### config.mk
export PLATFORM = sky130hd
export DESIGN_NAME = exc_mask_filter
export DESIGN_NICKNAME = d
export VERILOG_FILES = /design/src/rtl/exc_mask_pkg.sv /design/src/rtl/exc_mask_regs.sv /design/src/rtl/exc_mask_eval.sv /design/src/rtl/exc_mask_filter.sv
export SDC_FILE = /design/constraint.sdc
export NUM_CORES = 1
export LEC_CHECK = 0
export BUFFER_PORTS_ARGS = -buffer_cell sky130_fd_sc_hd__clkbuf_2
export CAP_MARGIN = 15
export CORE_AREA = 2 2 50 52
export DETAILED_ROUTE_END_ITERATION = 10
export DIE_AREA = 0 0 52 54
export GPL_ROUTABILITY_DRIVEN = 0
export PLACE_DENSITY = 0.8
export RECOVER_POWER = 100
export SLEW_MARGIN = 20
export SYNTH_ARGS = -nofsm -noshare
export SYNTH_HDL_FRONTEND = slang
export SYNTH_SLANG_ARGS = --single-unit
### constraint.sdc
create_clock -name clk_i -period 3.5 [get_ports clk_i]
set_clock_uncertainty 0.05 [all_clocks]
set_input_delay 0.7 -clock clk_i [delete_from_list [all_inputs] [get_ports clk_i]]
set_output_delay 0.7 -clock clk_i [all_outputs]
set_load 0.1 [all_outputs]
### src/rtl/exc_mask_pkg.sv
package exc_mask_pkg;
  localparam int unsigned EXC_NUM_W = 9;
  typedef logic [EXC_NUM_W-1:0] exc_num_t;
  typedef enum logic [1:0] {
    CHK_IRQ_DIS = 2'd0,
    CHK_FLT_DIS = 2'd1,
    CHK_THRESH  = 2'd2
  } chk_idx_e;
  localparam int unsigned NUM_CHK = 3;
endpackage

### src/rtl/exc_mask_regs.sv
module exc_mask_regs #(
  parameter int unsigned PRIO_W = 8
) (
  input  logic              clk_i,
  input  logic              rst_ni,
  input  logic              priv_i,
  input  logic              irq_dis_we_i,
  input  logic              irq_dis_d_i,
  input  logic              flt_dis_we_i,
  input  logic              flt_dis_d_i,
  input  logic              thresh_we_i,
  input  logic [PRIO_W-1:0] thresh_d_i,
  output logic              irq_dis_o,
  output logic              flt_dis_o,
  output logic [PRIO_W-1:0] thresh_o
);
  logic              irq_dis_q, flt_dis_q;
  logic [PRIO_W-1:0] thresh_q;

  always_ff @(posedge clk_i or negedge rst_ni) begin
    if (!rst_ni) begin
      irq_dis_q <= 1'b0;
      flt_dis_q <= 1'b0;
      thresh_q  <= '0;
    end else if (priv_i) begin
      if (irq_dis_we_i) irq_dis_q <= irq_dis_d_i;
      if (flt_dis_we_i) flt_dis_q <= flt_dis_d_i;
      if (thresh_we_i)  thresh_q  <= thresh_d_i;
    end
  end

  assign irq_dis_o = irq_dis_q;
  assign flt_dis_o = flt_dis_q;
  assign thresh_o  = thresh_q;

  assert_user_irq_dis_R7: assert property (@(posedge clk_i) disable iff (!rst_ni)
    (!priv_i && irq_dis_we_i) |=> $stable(irq_dis_q));
  assert_user_flt_dis_R7: assert property (@(posedge clk_i) disable iff (!rst_ni)
    (!priv_i && flt_dis_we_i) |=> $stable(flt_dis_q));
  assert_user_thresh_R7: assert property (@(posedge clk_i) disable iff (!rst_ni)
    (!priv_i && thresh_we_i) |=> $stable(thresh_q));
endmodule

### src/rtl/exc_mask_eval.sv
module exc_mask_eval
  import exc_mask_pkg::*;
#(
  parameter int unsigned PRIO_W = 8
) (
  input  logic               valid_i,
  input  logic [PRIO_W-1:0]  prio_i,
  input  logic               is_nmi_i,
  input  logic               is_hf_i,
  input  logic               irq_dis_i,
  input  logic               flt_dis_i,
  input  logic [PRIO_W-1:0]  thresh_i,
  output logic [NUM_CHK-1:0] pass_o,
  output logic               take_o
);
  logic thresh_active;
  assign thresh_active = (thresh_i != '0);

  always_comb begin
    pass_o              = '0;
    pass_o[CHK_IRQ_DIS] = !irq_dis_i || is_nmi_i || is_hf_i;
    pass_o[CHK_FLT_DIS] = !flt_dis_i || is_nmi_i;
    pass_o[CHK_THRESH]  = !thresh_active || is_nmi_i || (prio_i < thresh_i);
  end

  // all checks must pass; NMI passes each of them by itself
  assign take_o = valid_i && (&pass_o);
endmodule

### src/rtl/exc_mask_filter.sv
module exc_mask_filter
  import exc_mask_pkg::*;
#(
  parameter int unsigned PRIO_W = 8
) (
  input  logic                 clk_i,
  input  logic                 rst_ni,
  input  logic                 pend_valid_i,
  input  logic [EXC_NUM_W-1:0] pend_num_i,
  input  logic [PRIO_W-1:0]    pend_prio_i,
  input  logic                 pend_is_nmi_i,
  input  logic                 pend_is_hf_i,
  input  logic                 priv_i,
  input  logic                 irq_dis_we_i,
  input  logic                 irq_dis_d_i,
  input  logic                 flt_dis_we_i,
  input  logic                 flt_dis_d_i,
  input  logic                 thresh_we_i,
  input  logic [PRIO_W-1:0]    thresh_d_i,
  output logic                 take_o,
  output logic                 hold_o,
  output logic                 irq_dis_o,
  output logic                 flt_dis_o,
  output logic [PRIO_W-1:0]    thresh_o,
  output logic [EXC_NUM_W-1:0] cur_exc_o
);
  logic              irq_dis, flt_dis;
  logic [PRIO_W-1:0] thresh;
  logic [NUM_CHK-1:0] pass;
  logic              take_d;
  logic              take_q, hold_q;
  exc_num_t          cur_q;

  exc_mask_regs #(.PRIO_W(PRIO_W)) u_regs (
    .clk_i       (clk_i),
    .rst_ni      (rst_ni),
    .priv_i      (priv_i),
    .irq_dis_we_i(irq_dis_we_i),
    .irq_dis_d_i (irq_dis_d_i),
    .flt_dis_we_i(flt_dis_we_i),
    .flt_dis_d_i (flt_dis_d_i),
    .thresh_we_i (thresh_we_i),
    .thresh_d_i  (thresh_d_i),
    .irq_dis_o   (irq_dis),
    .flt_dis_o   (flt_dis),
    .thresh_o    (thresh)
  );

  exc_mask_eval #(.PRIO_W(PRIO_W)) u_eval (
    .valid_i  (pend_valid_i),
    .prio_i   (pend_prio_i),
    .is_nmi_i (pend_is_nmi_i),
    .is_hf_i  (pend_is_hf_i),
    .irq_dis_i(irq_dis),
    .flt_dis_i(flt_dis),
    .thresh_i (thresh),
    .pass_o   (pass),
    .take_o   (take_d)
  );

  always_ff @(posedge clk_i or negedge rst_ni) begin
    if (!rst_ni) begin
      take_q <= 1'b0;
      hold_q <= 1'b0;
      cur_q  <= '0;
    end else begin
      take_q <= take_d;
      hold_q <= pend_valid_i && !take_d;
      if (take_d) cur_q <= pend_num_i;
    end
  end

  assign take_o    = take_q;
  assign hold_o    = hold_q;
  assign irq_dis_o = irq_dis;
  assign flt_dis_o = flt_dis;
  assign thresh_o  = thresh;
  assign cur_exc_o = cur_q;

  assert_take_needs_valid_R8: assert property (@(posedge clk_i) disable iff (!rst_ni)
    !pend_valid_i |=> !take_o);
  assert_take_hold_excl_R8: assert property (@(posedge clk_i) disable iff (!rst_ni)
    !(take_o && hold_o));
  assert_nmi_taken_R6: assert property (@(posedge clk_i) disable iff (!rst_ni)
    (pend_valid_i && pend_is_nmi_i) |=> take_o);
  assert_irq_dis_holds_R2: assert property (@(posedge clk_i) disable iff (!rst_ni)
    (pend_valid_i && irq_dis && !pend_is_nmi_i && !pend_is_hf_i) |=> hold_o);
  assert_flt_dis_holds_R3: assert property (@(posedge clk_i) disable iff (!rst_ni)
    (pend_valid_i && flt_dis && !pend_is_nmi_i) |=> hold_o);
  assert_thresh_holds_R4: assert property (@(posedge clk_i) disable iff (!rst_ni)
    (pend_valid_i && thresh != '0 && !pend_is_nmi_i && pend_prio_i >= thresh) |=> hold_o);
  assert_all_pass_R10: assert property (@(posedge clk_i) disable iff (!rst_ni)
    (pend_valid_i && !irq_dis && !flt_dis && thresh == '0) |=> take_o);
  assert_cur_exc_load_R9: assert property (@(posedge clk_i) disable iff (!rst_ni)
    take_d |=> (cur_exc_o == $past(pend_num_i)));
  assert_cur_exc_keep_R9: assert property (@(posedge clk_i) disable iff (!rst_ni)
    !take_d |=> $stable(cur_exc_o));
endmodule

==> results of run 1 <==
-- cells by family after synthesis --
kind of cell,after synthesis,synth area share (%)
AOI/OAI and AO/OA,10,7.69
adders and majority gates,7,8.83
DFF,21,53.0
and+or+nand+nor,12,5.93
buffers and inverters,8,3.03
muxes,19,21.6
-- area by class of cell --
class,instances,area (um^2),area share [%]
clock inverter,1,5.00,0.388
inverter,8,30.0,2.33
clock buffer,3,22.5,1.74
tap,30,37.5,2.91
sequential,21,526,40.7
multi-input combinational,48,419,32.5
timing repair buffer,56,251,19.5
-- through the flow --
stage / setup WS, ps / power (W) / cell area [um^2] / cells
2_1_floorplan: 761 / 0.000757 / 992 / 77
3_3_place_gp: 942 / 0.000845 / 1310 / 163
3_5_place_dp: 845 / 0.000855 / 1310 / 163
4_1_cts: 1190 / 0.000968 / 1340 / 167
5_1_grt: 664 / 0.000986 / 1290 / 167
6_report: 808 / 0.000936 / 1290 / 167
-- layer usage --
layer,global-route usage (%),vias to the layer above
li1,-,395
met1,17.1,377
met4,5.26,0
met5,0,-
met2,28.9,37
met3,3.61,2
-- path summary, 6_finish.rpt --
path | start | end | slack [ps] | cells past startpoint
min | cur_exc_o[3] | cur_exc_o[3] | 470 | 1
max reg2reg | u_regs.thresh_o[2] | cur_exc_o[4] | 860 | 7
min in group asynchronous | rst_ni | cur_exc_o[3] | 530 | 1
max | pend_prio_i[2] | cur_exc_o[4] | 810 | 7
min reg2reg | cur_exc_o[3] | cur_exc_o[3] | 470 | 1
max in group asynchronous | rst_ni | u_regs.thresh_o[4] | 2210 | 1
-- sequential cells by signal, summed over array words and instances, names as in the netlist --
register / cells
cur_exc_o: 9
hold_o: 1
take_o: 1
u_regs.flt_dis_o: 1
u_regs.irq_dis_o: 1
u_regs.thresh_o: 8
-- layout by cell type (no fill, tap or decap), drive strengths merged --
cell    synthesis  final
ha              7      7
or3             1      1
or2b            1      1
a31oi           1      1
nor2            2      2
nor2b           1      1
mux2           19     19
clkbuf          0     59
inv             8      8
nand2           5      5
a21oi           6      6
a211o           1      1
o221ai          1      1
o21ai           1      1
nor4            2      2
dfrtp          21     21
clkinv          0      1
-- report_power, final --
group / switching, W / internal [W] / total [W]
Combinational: 0.000420 / 0.0000876 / 0.000507
Sequential: 0.0000310 / 0.000289 / 0.000320
Clock: 0.0000669 / 0.0000424 / 0.000109
Total: 0.000517 / 0.000419 / 0.000936
-- critical path: cells and delay by family --
kind	cells	cell delay, ps
AOI/OAI and AO/OA	4	1330
adders and majority gates	1	300
buffers and inverters	1	80
muxes	1	410
==> results.txt, run 1 <==
- The net count of the finished layout is 181.
- Synthesis handed over a netlist of 77 instances.
* Worst hold slack: 469 ps
- The tool flagged a number of max-cap violations equal to 0.
* Core region area: 2320 um^2
* Max rail drop VDD: 0.450 mV
- Total detailed-routing wirelength: 2000 um
- The pre-antenna-repair detailed-routing pass consisted of 2 iterations.
* Distinct cells, synth: 16
- In this run, post-CTS hold repair placed 0 buffers.
* Yosys warning total: 0
* Fill cell total of the finished layout: 236
- The tree built by TritonCTS fans out to 21 sinks.
- Post-detailed-route DRC marker count: 0
- Avg Synthesized Cell Area: 12.9 um^2
* EDFF count, synth: 0
- Cells fill 55.7% of the core in the end.
- Seq/Total Area, Yosys: 53.0%
* Sum of negative setup slack: 0 ps
* Worst setup path category: input port to flop
- After detailed routing, the number of vias per cell comes to 4.86.
* Setup crit end kind: flop
* Critical path data required time: 3630 ps
- Share of the synthesized area in the top cell type: 53.0%
- In this run the power density over the cells is 725 nW/um^2.
- Setup repair after global routing left no endpoint under its margin.
* Final Setup Violations: 0
- After detailed routing, the met3 layer carries 176 um of wire.
- Fraction of final layout cells with drive strength greater than 1: 40.9%
- From bottom edge to top edge, the die measures 54 um.
- For the finished layout, the period the worst path requires is 2690 ps.
- Post-CTS repair changed the size of 0 cells.
- Walking the worst path, the cells encountered are clkbuf_2, ha_1, a211o_1, a31oi_1, o221ai_1, a21oi_1, mux2_2.
- Pin count of the biggest net entering global routing: 22
- CTS built an H-tree with a depth of 1.
* Top achievable clock speed: 371 MHz
- Area growth from synthesis to layout: 30.1%
- The largest single stage delay on the critical path is 720 ps.
- Final number of hold-violating endpoints: 0
- The root buffer cell chosen for the clock tree is sky130_fd_sc_hd__clkbuf_4.
* Total number of placement rows: 18
- The count of pins over their slew limit was 0.
- The final critical path takes up 76.9% of the cycle.
* Leak Pwr: 0.643 nW
- Detail Placement HPWL: 1680 um
* Post-synthesis cell area: 992 um^2
- The count of nets left with antenna violations once routing finished came out at 0.
- For this run, asynchronously set or reset flops after synthesis account for 100%.
- The number of antenna diodes in the final layout is 0.
- Post-detailed-route wirelength per cell: 12.0 um
* Post-synth net total: 120
- Cell type of the slowest stage on the worst timing path: sky130_fd_sc_hd__a21oi_1
* Met2 routed WL: 1050 um
- After clock tree synthesis, the setup repair step added 0 buffers.
- The number of global-route vias before repair is 781.
- Transition time at the pin with the least slew margin: 1180 ps
- Wire length the detailed router placed on met1: 767 um
- Number of antenna violations at the first check in global routing: 0
* Top cell types by occurrence after synthesis: 21 x sky130_fd_sc_hd__dfrtp_1, 19 x sky130_fd_sc_hd__mux2_2, 8 x sky130_fd_sc_hd__inv_1
- Clock-pin slew was measured on the worst setup and hold paths at 110 ps.
- The total overflow left after global routing is 0.
* I/O pins: 57
- The longest clock path from root to sink contains 2 buffers.
- The detailed router used layers up to and including met4.
- Iteration-0 DRC count of the detailed router: 2
- Element type at the critical path start: input port
- The largest total area in the synthesized netlist belongs to sky130_fd_sc_hd__dfrtp_1.
* Status: complete, no violations
* Library cell with the highest instance count after synthesis: sky130_fd_sc_hd__dfrtp_1
- From left edge to right edge, the die measures 52 um.
- TritonCTS built the clock tree.
* Die ar.: 2810 um^2
* Number of synthesized register bits: 21
- Overall routing resource usage: 15.5%
- The detailed router placed 811 vias in this run.
* Global-route wire length before repair: 3160 um
* Number of buffers inserted during clock tree synthesis: 3
- At the worst endpoint, the arrival time is 2820 ps.
* Initial cell density of the core: 42.8%
* Max-Slew Margin vs Limit: 21.9%
* PortBufs: 56
- The tightest min-delay check is of the flop to flop type.
* Worst Path Max Fanout: 10
- Most used DFF post-synth: sky130_fd_sc_hd__dfrtp_1
- Largest cells by area after synthesis: sky130_fd_sc_hd__dfrtp_1 53%, sky130_fd_sc_hd__mux2_2 22%, sky130_fd_sc_hd__ha_1 8.8%, sky130_fd_sc_hd__inv_1 3.0%, sky130_fd_sc_hd__a21oi_1 2.5%
* Clock latency at the later pin of the worst-skew pair: 290 ps
(Power assumes the default switching activity.)
==> run 2: changes to the inputs <==
--- a/config.mk
+++ b/config.mk
@@ -7,11 +7,11 @@
 export LEC_CHECK = 0
 export BUFFER_PORTS_ARGS = -buffer_cell sky130_fd_sc_hd__clkbuf_2
 export CAP_MARGIN = 15
-export CORE_AREA = 2 2 50 52
+export CORE_AREA = 2 2 55 57
 export DETAILED_ROUTE_END_ITERATION = 10
-export DIE_AREA = 0 0 52 54
+export DIE_AREA = 0 0 57 59
 export GPL_ROUTABILITY_DRIVEN = 0
-export PLACE_DENSITY = 0.8
+export PLACE_DENSITY = 0.7
 export RECOVER_POWER = 100
 export SLEW_MARGIN = 20
 export SYNTH_ARGS = -nofsm -noshare
==> constraint.sdc (replaced) <==
create_clock -name clk_i -period 2.2 [get_ports clk_i]
set_clock_uncertainty 0.05 [all_clocks]
set_input_delay 0.44 -clock clk_i [delete_from_list [all_inputs] [get_ports clk_i]]
set_output_delay 0.44 -clock clk_i [all_outputs]
set_load 0.1 [all_outputs]
==> results.txt, run 2 (synthesis results as in run 1) <==
- Leak Pwr: 0.743 nW (+15%)
- PortBufs: 56 (unchanged)
* Critical path data required time: 2340 ps (-1290 ps)
* Worst EP arrival: 2290 ps (-530 ps)
- The all-layer global routing usage came to 13.6% (-1.9 points).
- Leaving out fill and tap cells, the most frequent cell in the layout is sky130_fd_sc_hd__clkbuf_2.
- Compared with the post-synthesis result, the final layout area differs by 43.8%.
- The violation count after the first detailed-routing iteration is 13 (+11).
- In the layout the commonest cells are 54 x sky130_fd_sc_hd__clkbuf_2, 13 x sky130_fd_sc_hd__dfrtp_1, 10 x sky130_fd_sc_hd__mux2_2, 9 x sky130_fd_sc_hd__mux2_4, 7 x sky130_fd_sc_hd__inv_1.
* DR pass1 iterations: 2 (unchanged)
- Subtracting the final worst setup slack from the clock period gives 2150 ps.
* Post-detailed-route DRC marker count: 0 (unchanged)
* Net total in the final layout: 182 (+0.55%)
- Worst setup path category: flop to flop
- Dividing the final minimum period by the clock period gives 97.9%.
- Number of antenna violations at the first check in global routing: 0 (unchanged)
- Min-Delay Path Class: input port to async pin
- Worst hold slack: 271 ps (-198 ps)
- The peak supply drop came to 0.888 mV (+98%).
* Global-route wire length before repair: 3580 um (+13%)
- Maxcap violations: 0 (unchanged)
- The hold buffer count at CTS is 0 (unchanged).
- Antenna diode count: 0 (unchanged)
- The clock transition at the registers of the reported paths was 110 ps (about the same).
* Fill cell total of the finished layout: 258 (+9.3%)
- The number of top-level pins is 57 (unchanged).
* Clock root buffer: sky130_fd_sc_hd__clkbuf_4
* Die ar.: 3360 um^2 (+20%)
- The global routing met2 resource utilization came to 23.3% (-5.6 points).
- The via density per instance came to 4.74 (-2.4%).
- The largest fanout on the critical path was 10 (unchanged).
* Height of the chip: 59 um (+9.3%)
- The power density normalized to cell area was 1110 nW/um^2 (+53%).
- Flip-flop count of the largest register after layout: 9 (unchanged)
- TritonCTS clock tree: built
- The routed via count came to 801 (-1.2%).
* Final Setup Violations: 0 (unchanged)
- Max-Slew Margin vs Limit: 26.5% (+4.6 points)
- Setup repair after global routing could not meet its margin everywhere.
* Post-detailed-route wirelength per cell: 12.2 um (+1.7%)
- Worst-case clock buffer depth: 2 (unchanged)
* Total number of placement rows: 19 (+1)
- Floorplan die width: 57 um (+9.6%)
- The count of pins over their slew limit came to 0 (unchanged).
- The run finished with clean final reports.
- The number of sinks on the clock net was 21 (unchanged).
* Core region area: 2710 um^2 (+17%)
* Final number of hold-violating endpoints: 0 (unchanged)
- GR Util met1: 16.7% (-0.45 points)
* Setup crit end kind: flop
- Met3 track demand over resource in global routing: 3.93% (+0.32 points)
* Transition time at the pin with the least slew margin: 1100 ps (-73.7 ps)
- The number of CTS-inserted buffers was 3 (unchanged).
- The detailed-route wire length is 2060 um (+2.9%).
- The total negative slack is 0 ps (unchanged).
- The overall overflow remaining after global route was 0 (unchanged).
* Top achievable clock speed: 464 MHz
* Peak-usage layer in the global routing report: met2
- Clock latency at the later pin of the worst-skew pair: 300 ps (about the same)
- Element type at the critical path start: flop
* Fraction of final layout cells with drive strength greater than 1: 65.9% (+25 points)
- CTS H-tree lvls: 1 (unchanged)
- Count of nets left with antenna violations after detail routing: 0 (unchanged)
- The starting density of the core is 36.6% (-6.2 points).
* Number of global-route vias before repair: 864 (+11%)
* Detail Placement HPWL: 1720 um (+2.3%)
- Pin count of the biggest net entering global routing: 22 (unchanged)
==> run 2: where the power goes <==
part	internal (W)	switching [W]
combinational	0.000201	0.000683
sequential	0.000468	0.0000528
clock	0.0000677	0.000111
total	0.000736	0.000847
==> run 2: routing by layer <==
metal	part of all wire (%)	routed length, um
met4	0	0
met2	49	1010
met3	9.4	193
met5	0	0
met1	42	860
==> run 2: layout make-up <==
| type | count | area [um^2] | share of cell area, % |
|---|---|---|---|
| flip-flops and latches | 21 | 543 | 38.1 |
| repair buffers | 57 | 298 | 20.9 |
| well taps | 31 | 38.8 | 2.72 |
| clock buffers | 3 | 22.5 | 1.58 |
| inverters | 8 | 30.0 | 2.11 |
| multi-input cells | 48 | 489 | 34.3 |
| clock inverters | 1 | 5.00 | 0.351 |
==> run 2: worst max-delay path, stage by stage (launching register included) <==
cell and delay, ps:
sky130_fd_sc_hd__dfrtp_4 510, sky130_fd_sc_hd__inv_2 70, sky130_fd_sc_hd__ha_4 190, sky130_fd_sc_hd__a211o_1 260, sky130_fd_sc_hd__a31oi_2 180, sky130_fd_sc_hd__o221ai_2 170, sky130_fd_sc_hd__a21oi_4 170, sky130_fd_sc_hd__buf_12 160
sky130_fd_sc_hd__mux2_4 300
==> run 2: path summary, 6_finish.rpt <==
kind	startpoint	to	slack, ps	cells after the start
max	u_regs.thresh_o[2]	cur_exc_o[1]	50	8
min	rst_ni	u_regs.thresh_o[2]	270	1
max reg2reg	u_regs.thresh_o[2]	cur_exc_o[1]	50	8
min reg2reg	cur_exc_o[4]	cur_exc_o[4]	480	1
max in group asynchronous	rst_ni	u_regs.thresh_o[3]	1040	1
min in group clk_i	pend_num_i[5]	cur_exc_o[5]	310	2
==> run 2: metrics by stage <==
stage                     std cells  setup WS [ps]  power (W)  area (um^2)  util [%]
final                           169           47.1    0.00158         1430      52.6
after detailed placement        165          -17.8    0.00141         1400      51.5
after global placement          165           14.7    0.00140         1400      51.5
after CTS                       169           3.62    0.00160         1420      52.5
after global routing            169          -24.8    0.00166         1430      52.6
after floorplan                  77           -123    0.00125         1060         -
==> run 2: timing repair <==
action	4_1_cts	5_1_grt
setup buffers	0	0
endpoints found under the setup margin	0	9
gates resized for setup	0	1
